===== src/rtl/pwb_pkg.sv =====
package pwb_pkg;
  typedef enum logic [1:0] {
    RT_IDLE   = 2'd0,
    RT_ONCHIP = 2'd1,
    RT_EXT_WR = 2'd2,
    RT_EXT_RD = 2'd3
  } route_e;
endpackage


===== src/rtl/pwb_decode.sv =====
module pwb_decode
  import pwb_pkg::*;
#(
  parameter int AW = 32,
  parameter logic [AW-1:0] EXT_BASE = '0,
  parameter logic [AW-1:0] EXT_MASK = '0
) (
  input  logic          req,
  input  logic          we,
  input  logic [AW-1:0] addr,
  output route_e        route
);
  logic is_ext;

  always_comb begin
    is_ext = ((addr & EXT_MASK) == EXT_BASE);
    if (!req)        route = RT_IDLE;
    else if (!is_ext) route = RT_ONCHIP;
    else if (we)      route = RT_EXT_WR;
    else              route = RT_EXT_RD;
  end
endmodule


===== src/rtl/pwb_entry.sv =====
module pwb_entry #(
  parameter int AW = 32,
  parameter int DW = 32,
  parameter int BW = DW / 8
) (
  input  logic          clk,
  input  logic          rst_n,
  input  logic          load,
  input  logic          done,
  input  logic [AW-1:0] in_addr,
  input  logic [DW-1:0] in_data,
  input  logic [BW-1:0] in_be,
  output logic          busy,
  output logic [AW-1:0] e_addr,
  output logic [DW-1:0] e_data,
  output logic [BW-1:0] e_be
);
  logic busy_d;

  always_comb begin
    busy_d = busy;
    if (done) busy_d = 1'b0;
    if (load) busy_d = 1'b1;
  end

  always_ff @(posedge clk or negedge rst_n) begin
    if (!rst_n) busy <= 1'b0;
    else        busy <= busy_d;
  end

  always_ff @(posedge clk or negedge rst_n) begin
    if (!rst_n) begin
      e_addr <= '0;
      e_data <= '0;
      e_be   <= '0;
    end else if (load) begin
      e_addr <= in_addr;
      e_data <= in_data;
      e_be   <= in_be;
    end
  end

  assert_capture_R2: assert property (@(posedge clk) disable iff (!rst_n)
    load |=> busy && e_addr == $past(in_addr) && e_data == $past(in_data) && e_be == $past(in_be));

  assert_hold_R3: assert property (@(posedge clk) disable iff (!rst_n)
    busy && !done && !load |=> busy && $stable(e_addr) && $stable(e_data) && $stable(e_be));

  assert_release_R4: assert property (@(posedge clk) disable iff (!rst_n)
    done && !load |=> !busy);
endmodule


===== src/rtl/pwb_route.sv =====
module pwb_route
  import pwb_pkg::*;
#(
  parameter int AW = 32,
  parameter int DW = 32,
  parameter int BW = DW / 8
) (
  input  route_e        route,
  input  logic          busy,
  input  logic [AW-1:0] e_addr,
  input  logic [DW-1:0] e_data,
  input  logic [BW-1:0] e_be,
  input  logic          m_we,
  input  logic [AW-1:0] m_addr,
  input  logic [DW-1:0] m_wdata,
  input  logic [BW-1:0] m_be,
  input  logic          o_ready,
  input  logic [DW-1:0] o_rdata,
  input  logic          x_ready,
  input  logic [DW-1:0] x_rdata,
  output logic          m_ready,
  output logic [DW-1:0] m_rdata,
  output logic          load,
  output logic          done,
  output logic          o_req,
  output logic          o_we,
  output logic [AW-1:0] o_addr,
  output logic [DW-1:0] o_wdata,
  output logic [BW-1:0] o_be,
  output logic          x_req,
  output logic          x_we,
  output logic [AW-1:0] x_addr,
  output logic [DW-1:0] x_wdata,
  output logic [BW-1:0] x_be
);
  logic rd_go;

  always_comb begin
    done  = busy && x_ready;
    load  = (route == RT_EXT_WR) && (!busy || x_ready);
    rd_go = (route == RT_EXT_RD) && !busy;

    o_req   = (route == RT_ONCHIP);
    o_we    = m_we;
    o_addr  = m_addr;
    o_wdata = m_wdata;
    o_be    = m_be;

    x_req   = busy || rd_go;
    x_we    = busy;
    x_addr  = busy ? e_addr : m_addr;
    x_wdata = e_data;
    x_be    = busy ? e_be : m_be;

    unique case (route)
      RT_ONCHIP: m_ready = o_ready;
      RT_EXT_WR: m_ready = load;
      RT_EXT_RD: m_ready = rd_go && x_ready;
      default:   m_ready = 1'b0;
    endcase
    m_rdata = (route == RT_ONCHIP) ? o_rdata : x_rdata;
  end
endmodule


===== src/rtl/posted_wr_buf.sv =====
module posted_wr_buf
  import pwb_pkg::*;
#(
  parameter int AW = 32,
  parameter int DW = 32,
  parameter int BW = DW / 8,
  parameter logic [AW-1:0] EXT_BASE = {1'b1, {(AW-1){1'b0}}},
  parameter logic [AW-1:0] EXT_MASK = {1'b1, {(AW-1){1'b0}}}
) (
  input  logic          clk,
  input  logic          rst_n,
  input  logic          m_req,
  input  logic          m_we,
  input  logic [AW-1:0] m_addr,
  input  logic [DW-1:0] m_wdata,
  input  logic [BW-1:0] m_be,
  output logic          m_ready,
  output logic [DW-1:0] m_rdata,
  output logic          o_req,
  output logic          o_we,
  output logic [AW-1:0] o_addr,
  output logic [DW-1:0] o_wdata,
  output logic [BW-1:0] o_be,
  input  logic          o_ready,
  input  logic [DW-1:0] o_rdata,
  output logic          x_req,
  output logic          x_we,
  output logic [AW-1:0] x_addr,
  output logic [DW-1:0] x_wdata,
  output logic [BW-1:0] x_be,
  input  logic          x_ready,
  input  logic [DW-1:0] x_rdata,
  output logic          wb_busy
);
  route_e        route;
  logic          load, done;
  logic [AW-1:0] e_addr;
  logic [DW-1:0] e_data;
  logic [BW-1:0] e_be;

  pwb_decode #(.AW(AW), .EXT_BASE(EXT_BASE), .EXT_MASK(EXT_MASK)) u_decode (
    .req(m_req), .we(m_we), .addr(m_addr), .route(route)
  );

  pwb_entry #(.AW(AW), .DW(DW), .BW(BW)) u_entry (
    .clk(clk), .rst_n(rst_n), .load(load), .done(done),
    .in_addr(m_addr), .in_data(m_wdata), .in_be(m_be),
    .busy(wb_busy), .e_addr(e_addr), .e_data(e_data), .e_be(e_be)
  );

  pwb_route #(.AW(AW), .DW(DW), .BW(BW)) u_route (
    .route(route), .busy(wb_busy), .e_addr(e_addr), .e_data(e_data), .e_be(e_be),
    .m_we(m_we), .m_addr(m_addr), .m_wdata(m_wdata), .m_be(m_be),
    .o_ready(o_ready), .o_rdata(o_rdata), .x_ready(x_ready), .x_rdata(x_rdata),
    .m_ready(m_ready), .m_rdata(m_rdata), .load(load), .done(done),
    .o_req(o_req), .o_we(o_we), .o_addr(o_addr), .o_wdata(o_wdata), .o_be(o_be),
    .x_req(x_req), .x_we(x_we), .x_addr(x_addr), .x_wdata(x_wdata), .x_be(x_be)
  );

  assert_read_waits_R7: assert property (@(posedge clk) disable iff (!rst_n)
    (route == RT_EXT_RD) && wb_busy |-> !m_ready && x_we);

  assert_full_stalls_R5: assert property (@(posedge clk) disable iff (!rst_n)
    (route == RT_EXT_WR) && wb_busy && !x_ready |-> !m_ready);

  assert_drain_continues_R6: assert property (@(posedge clk) disable iff (!rst_n)
    wb_busy && !x_ready |=> x_req && x_we);

  assert_onchip_isolated_R10: assert property (@(posedge clk) disable iff (!rst_n)
    o_req |-> !(x_req && !x_we));
endmodule


===== config.mk =====
export PLATFORM = sky130hd
export DESIGN_NAME = posted_wr_buf
export DESIGN_NICKNAME = d
export VERILOG_FILES = /design/src/rtl/pwb_pkg.sv /design/src/rtl/pwb_decode.sv /design/src/rtl/pwb_entry.sv /design/src/rtl/pwb_route.sv /design/src/rtl/posted_wr_buf.sv
export SDC_FILE = /design/constraint.sdc
export NUM_CORES = 1
export LEC_CHECK = 0
export ABC_AREA = 0
export ABC_CLOCK_PERIOD_IN_PS = 1400
export BUFFER_PORTS_ARGS = -buffer_cell sky130_fd_sc_hd__buf_2
export CAP_MARGIN = 20
export CORE_MARGIN = 10
export CORE_UTILIZATION = 36
export DETAILED_ROUTE_END_ITERATION = 7
export GPL_ROUTABILITY_DRIVEN = 0
export MAX_ROUTING_LAYER = met4
export PLACE_DENSITY = 0.77
export SLEW_MARGIN = 15
export SYNTH_ARGS = -nofsm -noshare
export SYNTH_HDL_FRONTEND = slang
export SYNTH_SLANG_ARGS = --single-unit

===== constraint.sdc =====
create_clock -name clk -period 1.4 [get_ports clk]
set_clock_uncertainty 0.1 [all_clocks]
set_input_delay 0.28 -clock clk [delete_from_list [all_inputs] [get_ports clk]]
set_output_delay 0.28 -clock clk [all_outputs]
set_load 0.02 [all_outputs]

Word-level counts from Yosys, hierarchy flattened
Index checks and enable logic that the tools add are counted.
{"block": "totals", "ff_bits": 69, "output_inout_bits": 174, "wordCells": 24}
{"block": "classes", "n_eq_ne": 3, "n_mux": 9, "n_reduce_logical": 8}
{"cell": "two-way mux 32 bit", "count": 2}
{"cell": "== test 2 bit (second input constant)", "count": 2}
{"cell": "logical AND 1 bit", "count": 4}
{"cell": "two-way mux 2 bit", "count": 2}
{"cell": "two-way mux 4 bit", "count": 1}
{"cell": "two-way mux 1 bit", "count": 3}
{"cell": "one-hot mux 1 bit (3 select lines)", "count": 1}
{"cell": "== test 2 x 1 -> 1 bit (second input constant)", "count": 1}
{"cell": "logical OR 1 bit", "count": 2}
{"cell": "nonzero test 2 bit", "count": 1}
{"cell": "zero test 1 bit", "count": 1}

Longest topological paths before layout
{"block": "depth", "depth_word": 7, "depth_mapped": 5, "mapped_depth_nobuf": 3}

Hierarchy
Synthesis repeated with hierarchy kept, for this count alone.
{"block": "hier_totals", "cells_unflattened": 337, "area_unflattened_um2": 4374.2}
{"mod": "pwb_entry", "n_inst": 1, "cells_each": 147, "area_each_um2": 2596.2}
{"mod": "pwb_route", "n_inst": 1, "cells_each": 188, "area_each_um2": 1760.4}
{"mod": "pwb_decode", "n_inst": 1, "cells_each": 2, "area_each_um2": 17.5}

Worst setup path after synthesis
OpenSTA, ideal clock, no wires.
{"block": "synth_timing", "path_kind": "register -> output", "startpoint": "register u_entry.busy", "endpoint": "output port m_ready", "arrival_ps": 1445, "required_ps": 1020, "setup_slack_ps": -425, "path_stages_with_launch": 6, "cell_sequence": "dfrtp_1 > buf_2 > buf_2 > inv_1 > o21ai_0 > a31oi_1"}
{"block": "synth_between", "elab_chain_cells": 4, "word_cells_on_any_way": 6, "cone_classes": "mux: 1; reduce/logical: 5"}
{"item": "start: declaration", "line_no": "pwb_entry.sv:13", "text": "output logic busy,"}
{"item": "start signal: assignment", "line_no": "pwb_entry.sv:28", "text": "else busy <= busy_d;"}
{"item": "zero test 1 bit *", "line_no": "pwb_route.sv:40, pwb_route.sv:41"}
{"item": "logical AND 1 bit / logical OR 1 bit (equally long branches)", "line_no": "pwb_route.sv:41, pwb_route.sv:40"}
{"item": "logical AND 1 bit, on equally long branches", "line_no": "pwb_route.sv:58, pwb_route.sv:40"}
{"item": "one-hot mux 1 bit (3 select lines) *", "line_no": "pwb_route.sv:55", "text": "unique case (route)"}
{"item": "end: declaration", "line_no": "posted_wr_buf.sv:17", "text": "output logic m_ready,"}
Every way passes the cells marked *; elsewhere a longest branch is shown, timed or not.

Worst setup path in the final report
{"block": "layout_timing", "startpoint": "register u_entry.busy", "endpoint": "register u_entry.e_addr[31]"}
{"block": "layout_between", "elab_chain_cells": 3}
{"item": "zero test 1 bit", "line_no": "pwb_route.sv:40", "text": "load = (route == RT_EXT_WR) && (!busy || x_ready);"}
{"item": "logical OR 1 bit", "line_no": "pwb_route.sv:40"}
{"item": "logical AND 1 bit", "line_no": "pwb_route.sv:40"}
{"item": "end signal: assignment", "line_no": "pwb_entry.sv:37", "text": "e_addr <= in_addr;"}
{"item": "end: declaration", "line_no": "pwb_entry.sv:14", "text": "output logic [AW-1:0] e_addr,"}
Every way passes these cells.
A chain may end at the register's enable or synchronous reset.

==> results_dict.tcl <==
set metrics [dict create \
    worst_slew_pin_slew_ns 0.364 \
    setup_viol 141 \
    clk_latency_ns 0.33 \
    violations "setup timing" \
    arrival_ns 2.04 \
    grt_overflow 0 \
    grt_max_degree 70 \
    port_buffers 311 \
    report.final.hold_viol_count 0 \
    wl_per_cell_um 23.3 \
    synth_area_leader_cell "dfrtp_1" \
    final.setup.worst_slack_ns -0.522 \
    relSlewSlack 0.758 \
    ys.flop_type "dfrtp_1" \
    cap_violations 0 \
    core-area_um2 10800 \
    p_total_mw 7.52 \
    reg2reg_slack_ns -0.52 \
    antenna_found_initial 6 \
    path_class "flip-flop to flip-flop" \
    period_share 1.37 \
    grt_pass1_wl_um 23900 \
    dp.final_hpwl_um 11900 \
    drtIter0Drc 117 \
    cts_inserted_buffers 9 \
    end_kind "flip-flop" \
    syn-instance-count 302 \
    cts_tree "done" \
    synth_cell_types 13 \
    h-tree-depth 3 \
    ys_seq_area_frac 0.436 \
    hold_path.class "input pin to flip-flop" \
    fmax_mhz 520 \
    hold_path_end "u_entry.e_data[18]$_DFFE_PN0P_" \
    syn_nets 440 \
    dieArea_um2 15600 \
    synthMostInstantiatedCell "mux2_2" \
    die_w_um 125 \
    worst-r2r-cell-count 10 \
    root_buffer "clkbuf_8" \
    rsz0062_at_grt "true" \
    final_nets 722 \
    worstHoldStart "m_wdata[18]" \
    firstDrtPassIters 4 \
    yosysTopAreaCellShare 0.436 \
    wl_um 17100 \
    r2r-end "u_entry.e_addr[31]$_DFFE_PN0P_" \
    final_cells 735 \
    hold_path_depth 2 \
    synth_edf_count 0 \
    post-route-min-period_ns 1.92 \
    synth_area_per_cell_um2 13.1 \
    clkTransAtPathRegs_ns 0.08 \
    start_util 0.367 \
    crit_required_ns 1.52 \
    ys_ff_latch 69 \
    io_pins 312 \
    synth.cell_area_um2 3960 \
    finalSetupTns_ns -59.72 \
    r2r_start "u_entry.busy$_DFFE_PN0P_" \
    async_reset_ff_frac 1.00 \
    area_growth_pct 72.5 \
    ys.warnings.count 0 \
    dp_slack_ns -0.327 \
    clock-sinks 69 \
    vias 3527 \
    drv_slew 0 \
    ant_nets 0 \
    drc_errors 0 \
    dieHeight_um 125 \
    grt_pass1_vias 4011 \
    power_leakage_nw 3.59 \
    std_cell_rows 38 \
    peakVddDrop_mv 0.652 \
    dp_cells 681 \
    synthTopCellsByCount "mux2_2 (135), buf_4 (74), dfrtp_1 (69)" \
    viasPerCell 4.80 \
    cp_max_fo 7 \
    worstSetupStartpointType "flip-flop" \
    grt_util_all_layers 0.200 \
    drive_gt1_frac 0.873 \
    yosys-top-cells-area "dfrtp_1 (44%), mux2_2 (38%), buf_4 (14%), buf_2 (1.0%), buf_6 (0.85%)" \
    powerDensity_nw_per_um2 1100 \
    clock_path_buffers 2 \
    outcome "complete, but fails checks" \
]
[worst max-delay path, cell delays in order (launching register included)]
cell	delay, ns
dfrtp_2	0.39
buf_6	0.11
buf_6	0.09
buf_4	0.10
a21oi_4	0.06
buf_12	0.13
buf_12	0.13
clkbuf_16	0.16
buf_4	0.14
buf_4	0.12
or2_2	0.26
[per-layer routing]
layer	GRT usage	vias to the layer above	wire, µm
li1	-	1552	-
met1	0.198	1739	6410
met2	0.367	202	9190
met3	0.0477	34	990
met4	0.0820	0	531
met5	-	-	0
[state kept, by name, indices dropped and copies added, names as in the netlist]
register,count
u_entry.e_be,4
u_entry.busy,1
u_entry.e_addr,32
u_entry.e_data,32
[final cells by class]
class                           instances  area [µm²]
Fill cell                             778        3970
Timing Repair Buffer                  356        2590
Multi-Input combinational cell        146        2110
Sequential cell                        69        1730
Tap cell                              140         175
Clock buffer                           10         128
Clock inverter                          6        71.3
Antenna cell                            6        15.0
Inverter                                2        7.51
[where the power goes]
| part | internal [mW] | leakage (nW) | switching, mW |
|---|---|---|---|
| Sequential | 2.41 | 0.815 | 0.239 |
| Clock | 0.844 | 0.0988 | 0.836 |
| Combinational | 1.71 | 2.68 | 1.48 |
[metrics by stage]
step | area, µm² | hold WS (ns) | util
after CTS | 6430 | 0.0611 | 0.596
after detailed placement | 5470 | 0.234 | 0.507
after global routing | 6820 | 0.0564 | 0.632
after global placement | 5470 | 0.226 | 0.507
after floorplan | 4290 | -0.116 | -
final | 6820 | 0.0816 | 0.632
[repair_timing]
item	in CTS	in global routing
setup buffers	11	7
endpoints found under the hold margin	69	0
hold buffers	1	0
gates resized for setup	129	70
endpoints found under the setup margin	139	141
gates cloned	10	6
pin swaps	0	1
[cell families (layout without fill, tap and decap cells)]
| group | Yosys count | count (layout) | share of synthesized area |
|---|---|---|---|
| multiplexers | 135 | 135 | 0.384 |
| AO/OA/AOI/OAI | 6 | 6 | 0.0108 |
| buffers and inverters | 87 | 374 | 0.161 |
| other | 0 | 6 | 0 |
| AND/OR/NAND/NOR | 5 | 5 | 0.00759 |
| flip-flops | 69 | 69 | 0.436 |
[layout by cell type (no fill, tap or decap), drive strengths merged]
cell,Yosys,layout
nor2b,1,1
bufinv,0,1
clkinv,0,2
inv,2,4
mux2,135,135
diode,0,6
or2,1,1
dlygate4sd3,0,1
clkinvlp,0,1
o21ai,4,4
a31oi,1,1
nand2,2,2
a21oi,1,1
dfrtp,69,69
clkbuf,0,15
buf,85,350
nand3,1,1
[how the worst max path moves through the flow]
stage | slack, ns | depth (start not counted) | from | to
3_5_place_dp | -0.33 | 5 | m_addr[31] | m_rdata[1]
3_3_place_gp | -0.30 | 5 | m_addr[31] | m_rdata[1]
2_1_floorplan | -0.1 | 3 | u_entry.busy$_DFFE_PN0P_ | x_addr[0]
6_report | -0.52 | 10 | u_entry.busy$_DFFE_PN0P_ | u_entry.e_addr[31]$_DFFE_PN0P_
5_1_grt | -0.57 | 5 | u_entry.busy$_DFFE_PN0P_ | x_addr[31]
4_1_cts | -0.53 | 5 | u_entry.busy$_DFFE_PN0P_ | x_addr[31]
(Power assumes the default switching activity.)
